### src/rtl/isa_win_pkg.sv
package isa_win_pkg;

    localparam int HOST_AW  = 16;
    localparam int ISA_AW   = 20;
    localparam int OFS_W    = 9;
    localparam int PAGE_W   = ISA_AW - OFS_W;
    localparam int DATA_W   = 8;
    localparam int PAGE_NB  = (PAGE_W + DATA_W - 1) / DATA_W;
    localparam int CHIP_REG_BYTES = 64;

    localparam logic [7:0] VID_PAGE     = 8'hD0;
    localparam logic [7:0] MEM_LO_PAGE  = 8'hD1;
    localparam logic [7:0] MEM_HI_PAGE  = 8'hD2;
    localparam logic [7:0] LOCAL_PAGE   = 8'hD3;
    localparam logic [7:0] SND_PAGE     = 8'hD4;
    localparam logic [7:0] IO_LO_PAGE   = 8'hD5;
    localparam logic [7:0] IO_HI_PAGE   = 8'hD7;
    localparam logic [HOST_AW-1:0] MEM_BASE = 16'hD100;

    typedef enum logic [2:0] {
        RG_NONE,
        RG_VID,
        RG_SND,
        RG_LOCAL,
        RG_ISA_IO,
        RG_ISA_MEM
    } region_e;

    typedef struct packed {
        logic ior;
        logic iow;
        logic memr;
        logic memw;
    } strobe_t;

    function automatic region_e classify(input logic [HOST_AW-1:0] a);
        logic [7:0] hi;
        logic [7:0] lo;
        hi = a[15:8];
        lo = a[7:0];
        if (hi == VID_PAGE && lo < CHIP_REG_BYTES)        return RG_VID;
        if (hi == SND_PAGE && lo < CHIP_REG_BYTES)        return RG_SND;
        if (hi == LOCAL_PAGE)                             return RG_LOCAL;
        if (hi >= MEM_LO_PAGE && hi <= MEM_HI_PAGE)       return RG_ISA_MEM;
        if (hi >= IO_LO_PAGE && hi <= IO_HI_PAGE)         return RG_ISA_IO;
        return RG_NONE;
    endfunction

    function automatic logic [OFS_W-1:0] mem_offset(input logic [HOST_AW-1:0] a);
        return a[OFS_W-1:0] - MEM_BASE[OFS_W-1:0];
    endfunction

endpackage

### src/rtl/isa_region_decode.sv
module isa_region_decode
    import isa_win_pkg::*;
(
    input  logic [HOST_AW-1:0] addr,
    output region_e            region,
    output logic [OFS_W-1:0]   mem_ofs,
    output logic [7:0]         local_ofs
);

    always_comb begin
        region    = classify(addr);
        mem_ofs   = mem_offset(addr);
        local_ofs = addr[7:0];
    end

endmodule

### src/rtl/isa_page_reg.sv
module isa_page_reg
    import isa_win_pkg::*;
(
    input  logic              clk,
    input  logic              rst,
    input  logic              wr_en,
    input  logic [7:0]        idx,
    input  logic [DATA_W-1:0] wdata,
    output logic [PAGE_W-1:0] page,
    output logic [DATA_W-1:0] rdata
);

    logic [PAGE_W-1:0] page_q;
    logic [PAGE_W-1:0] page_d;

    always_comb begin
        page_d = page_q;
        for (int b = 0; b < PAGE_W; b++) begin
            if (wr_en && idx == 8'(b / DATA_W))
                page_d[b] = wdata[b % DATA_W];
        end
    end

    always_ff @(posedge clk) begin
        if (rst) page_q <= '0;
        else     page_q <= page_d;
    end

    always_comb begin
        rdata = '0;
        for (int b = 0; b < PAGE_W; b++) begin
            if (idx == 8'(b / DATA_W))
                rdata[b % DATA_W] = page_q[b];
        end
    end

    assign page = page_q;

    AST_PAGE_HOLD: assert property (@(posedge clk) disable iff (rst)
        !wr_en |=> $stable(page_q));

    AST_PAGE_RESET: assert property (@(posedge clk) disable iff (rst)
        $fell(rst) |-> page_q == '0);

endmodule

### src/rtl/isa_bus_gen.sv
module isa_bus_gen
    import isa_win_pkg::*;
(
    input  logic              clk,
    input  logic              rst,
    input  region_e           region,
    input  logic [9:0]        io_addr,
    input  logic [OFS_W-1:0]  mem_ofs,
    input  logic [PAGE_W-1:0] page,
    input  logic              rw,
    input  logic              phi2,
    input  logic              chrdy,
    output logic [ISA_AW-1:0] isa_addr,
    output strobe_t           strobe,
    output logic              host_rdy
);

    logic in_window;

    always_comb begin
        in_window = (region == RG_ISA_IO) || (region == RG_ISA_MEM);
        unique case (region)
            RG_ISA_IO:  isa_addr = {{(ISA_AW-10){1'b0}}, io_addr};
            RG_ISA_MEM: isa_addr = {page, mem_ofs};
            default:    isa_addr = '0;
        endcase
        strobe.ior  = phi2 &&  rw && region == RG_ISA_IO;
        strobe.iow  = phi2 && !rw && region == RG_ISA_IO;
        strobe.memr = phi2 &&  rw && region == RG_ISA_MEM;
        strobe.memw = phi2 && !rw && region == RG_ISA_MEM;
        host_rdy    = !(in_window && !chrdy);
    end

    AST_ONE_STROBE: assert property (@(posedge clk) disable iff (rst)
        $onehot0(strobe));

    AST_STROBE_PHI: assert property (@(posedge clk) disable iff (rst)
        (strobe != '0) |-> phi2);

    AST_IO_FLOOR: assert property (@(posedge clk) disable iff (rst)
        (strobe.ior || strobe.iow) |-> (isa_addr[ISA_AW-1:10] == '0 && isa_addr[9:8] != 2'b00));

endmodule

### src/rtl/isa_window_decoder.sv
module isa_window_decoder
    import isa_win_pkg::*;
(
    input  logic               clk,
    input  logic               rst,
    input  logic [HOST_AW-1:0] host_addr,
    input  logic               host_rw,
    input  logic               host_phi2,
    input  logic [DATA_W-1:0]  host_wdata,
    input  logic               isa_chrdy,
    output logic               vid_cs,
    output logic               snd_cs,
    output logic               local_cs,
    output logic [DATA_W-1:0]  local_rdata,
    output logic [ISA_AW-1:0]  isa_addr,
    output logic               isa_ior_n,
    output logic               isa_iow_n,
    output logic               isa_memr_n,
    output logic               isa_memw_n,
    output logic               host_rdy
);

    region_e           region;
    logic [OFS_W-1:0]  mem_ofs;
    logic [7:0]        local_ofs;
    logic [PAGE_W-1:0] page;
    logic [DATA_W-1:0] page_rdata;
    logic              page_wr;
    strobe_t           strobe;

    isa_region_decode u_decode (
        .addr      (host_addr),
        .region    (region),
        .mem_ofs   (mem_ofs),
        .local_ofs (local_ofs)
    );

    assign page_wr = (region == RG_LOCAL) && host_phi2 && !host_rw
                     && (local_ofs < 8'(PAGE_NB));

    isa_page_reg u_page (
        .clk   (clk),
        .rst   (rst),
        .wr_en (page_wr),
        .idx   (local_ofs),
        .wdata (host_wdata),
        .page  (page),
        .rdata (page_rdata)
    );

    isa_bus_gen u_bus (
        .clk      (clk),
        .rst      (rst),
        .region   (region),
        .io_addr  (host_addr[9:0]),
        .mem_ofs  (mem_ofs),
        .page     (page),
        .rw       (host_rw),
        .phi2     (host_phi2),
        .chrdy    (isa_chrdy),
        .isa_addr (isa_addr),
        .strobe   (strobe),
        .host_rdy (host_rdy)
    );

    always_comb begin
        vid_cs      = (region == RG_VID);
        snd_cs      = (region == RG_SND);
        local_cs    = (region == RG_LOCAL);
        local_rdata = local_cs ? page_rdata : '0;
        isa_ior_n   = !strobe.ior;
        isa_iow_n   = !strobe.iow;
        isa_memr_n  = !strobe.memr;
        isa_memw_n  = !strobe.memw;
    end

    AST_CS_EXCL: assert property (@(posedge clk) disable iff (rst)
        $onehot0({vid_cs, snd_cs, local_cs, !isa_ior_n, !isa_iow_n, !isa_memr_n, !isa_memw_n}));

    AST_RDY_WAIT: assert property (@(posedge clk) disable iff (rst)
        !host_rdy |-> !isa_chrdy);

    AST_NO_STRAY: assert property (@(posedge clk) disable iff (rst)
        (host_addr[15:11] != 5'b11010) |-> (isa_addr == '0 && isa_ior_n && isa_iow_n && isa_memr_n && isa_memw_n));

endmodule

### config.mk
export PLATFORM = sky130hd
export DESIGN_NAME = isa_window_decoder
export DESIGN_NICKNAME = d
export VERILOG_FILES = /design/src/rtl/isa_win_pkg.sv /design/src/rtl/isa_region_decode.sv /design/src/rtl/isa_page_reg.sv /design/src/rtl/isa_bus_gen.sv /design/src/rtl/isa_window_decoder.sv
export SDC_FILE = /design/constraint.sdc
export NUM_CORES = 1
export LEC_CHECK = 0
export CAP_MARGIN = 20
export CORE_UTILIZATION = 35
export DETAILED_ROUTE_END_ITERATION = 10
export GPL_TIMING_DRIVEN = 0
export PLACE_DENSITY_LB_ADDON = 0.25
export SYNTH_ARGS = -nofsm -noshare
export SYNTH_HDL_FRONTEND = slang
export SYNTH_HIERARCHICAL = 1
export SYNTH_SLANG_ARGS = --single-unit
### constraint.sdc
create_clock -name clk -period 2.42 [get_ports clk]
set_input_delay 0.363 -clock clk [delete_from_list [all_inputs] [get_ports clk]]
set_output_delay 0.363 -clock clk [all_outputs]
set_load 0.01 [all_outputs]
==> metrics.csv <==
metric,value,unit
sequential group share of total power,0.426,
via count,1249,
maximum vdd ir drop,210.3,µV
CTS buffer count,3,
Iter 0 DRT Violations,21,
Cell Int Power,0.0003141,W
area share of the largest cell type after synthesis,0.1903,
CTS max path bufs,2,
max FFs per register,11,
Critical Path Source,host_addr[9],
Area Growth Syn to Fin,63.73,%
"EDFF count, synth",0,
Power Total,0.0004242,W
worst r2r src,u_page/page[0]$_SDFFE_PP0P_,
worst path required time,2.06,ns
skew final,0,ns
placed cells,267,
most frequent cells in the layout,"24 x mux2i_1, 23 x dlygate4sd2_1, 23 x buf_4, 21 x nand2b_1, 19 x clkdlybuf4s50_1",
final critical-path share of the clock period,0.9590,
#FFs+latches synth,11,
die area,3851,µm²
share of cells above drive strength 1,0.3750,
WS Path Type,in -> out,
Net Sw Frac,0.2595,
top_reg_cell synth,dfxtp_1,
CTS Sinks,11,
Pwr per Cell Area,205.2,nW/µm²
final number of hold-violating endpoints,0,
static leakage,0.9428,nW
slew margin rel.,0.7958,
n_diodes,0,
Total Routing Usage GR,0.1671,
DR pass1 iterations,4,
RSZ-0062 raised after global routing,false,
"worst slack, placed",-0.7679,ns
"Max stage delay cell, worst path",or3_4,
Initial Util,0.3725,
max_cap viols,0,
worst path buffer plus inverter count,4,
ys async rst share,0,
Top delay family on crit path,simple AND/OR/NAND/NOR gates,
switching pwr,0.0001101,W
drt drc,0,
die width,62.06,µm
Root Buffer,clkbuf_4,
Post-Syn Area per Cell,8.041,µm²
"Clk Latency, worst-skew pair",0.26,ns
"top cells by area, synth","mux2i_1 19%, dfxtp_1 17%, nand2b_1 10%, buf_4 9.5%, and2_4 6.2%",
post-route ant nets,0,
Worst Hold Class,reg -> reg,
min cycle time layout,2.321,ns
CP startpoint kind,input port,
Via density,4.493,
"Clk pin slew, worst setup/hold paths",0.07,ns
core area,3390,µm²
initial antenna violation count,0,
IO Port Bufs,64,
CTS tree,built,
Yosys top cell by area,mux2i_1,
Die Y,62.06,µm
maximum number of pins on one net before global-route repair,11,
run status,"finished, final reports clean",
Rows,21,
Critical Path AT,1.96,ns
CTS H-tree lvls,1,
"Net Count, Synth",186,
Clock Power Share,0.292,
worst hold start,u_page/page[8]$_SDFFE_PP0P_,
Synth Warn #,6,
first-pass GRT wire length,4809,µm
Final #Nets,262,
fmax,430.9,MHz
Pins Over Slew Limit,0,
CP most frequent cell,buf_6,
GR Overflow Total,0,
setup violators final,0,
number of different library cells in the post-synthesis netlist,31,
DP HPWL,2318,µm
critical path capture point type,output port,
Syn Std Cell Area,1262,µm²
post-route setup slack,0.09912,ns
"most common cell after layout, fill and taps aside",mux2i_1,
Gate power share,0.282,
Final Non-Filler Cells,278,
register area share after synthesis,0.1744,
CP Max Fanout,7,
Synth Instances,157,
IO Pins,65,
"wirelength, routed",3279,µm
RePlAce Congestion,0.7045,
Slew @ Worst Pin,0.3063,ns
DR WL/cell,11.79,µm
max incr delay on CP,0.34,ns
vias in the first global route,1105,
worst path cell trace,"dlygate4sd2_1, inv_1, or3_4, a21oi_4, and3b_2, buf_6, and2_4, buf_6",
-- cell type report --
cell class / count / area, µm²
clock inverters: 1 / 5.005
inverters: 6 / 22.52
well taps: 46 / 57.56
repair buffers: 72 / 654.4
flip-flops and latches: 11 / 220.2
plain buffers: 23 / 177.7
multi-input cells: 116 / 907.1
clock buffers: 3 / 22.52
fillers: 323 / 1323
-- per-stage QoR --
| step | utilization | hold slack [ns] | TNS [ns] | area [µm²] |
|---|---|---|---|---|
| floorplan | - | 0.4551 | 0 | 1262 |
| global placement | 0.5784 | 0.4756 | -27.85 | 1961 |
| detailed placement | 0.5784 | 0.4849 | -29.28 | 1961 |
| CTS | 0.5840 | 0.4984 | 0 | 1979 |
| global route | 0.6098 | 0.5103 | 0 | 2067 |
| finish | 0.6098 | 0.4966 | 0 | 2067 |
-- worst register-to-register path, cell delays in order (launching register included) --
cell      delay, ns
dfxtp_1        0.37
nand2b_1       0.07
mux2i_1        0.14
-- kinds of logic (layout without fill, tap and decap cells) --
family,count (synthesis),after routing,share of synthesized area
simple gates,87,88,0.4411
compound gates,4,4,0.01982
buf+inv,31,105,0.1744
flops,11,11,0.1744
mux,24,24,0.1903
-- final timing paths --
check	slack [ns]	endpoint	depth (start not counted)
max reg2reg	1.78	u_page/page[0]$_SDFFE_PP0P_	2
min reg2reg	0.50	u_page/page[8]$_SDFFE_PP0P_	2
max	0.1	isa_addr[10]	8
min	0.50	u_page/page[8]$_SDFFE_PP0P_	2
-- power groups by stage --
| stage | Combinational (W) | Clock (W) | Sequential, W |
|---|---|---|---|
| floorplan | 0.0000534 | 0 | 0.000185 |
| global placement | 0.000116 | 0 | 0.000185 |
| detailed placement | 0.000117 | 0 | 0.000185 |
| CTS | 0.000118 | 0.000130 | 0.000181 |
| global route | 0.000129 | 0.000142 | 0.000181 |
| finish | 0.000120 | 0.000124 | 0.000181 |
-- cell usage after synthesis, types with 2 or more instances --
cell type  count
a211oi_1       2
nor2_1        18
nor3_1         5
dfxtp_1       11
and2_2         8
and2_1         6
nor3b_1        2
mux2i_1       24
buf_4         16
and2_4         9
nand3_1        3
nand2_1        2
inv_1          5
nand2b_1      21
clkbuf_1       2
and4_1         2
a21oi_1        2
and3b_1        2
buf_2          2
buf_6          4
-- timing repair --
item	4_1_cts	5_1_grt
hold buffers	0	0
endpoints found under the setup margin	47	35
pin swaps	7	7
cloned	0	1
setup buffers	6	2
endpoints found under the hold margin	0	0
gates resized for setup	106	36
-- layer usage --
metal,GRT usage,share of wire,routed length [µm],vias to the layer above
met4,0.03810,0.0064,21,0
met3,0.02277,0.041,134,4
met1,0.2048,0.44,1448,557
met5,0,0,0,-
li1,-,-,-,653
met2,0.3070,0.51,1675,35
No activity file was read; power rests on OpenSTA's default activity.
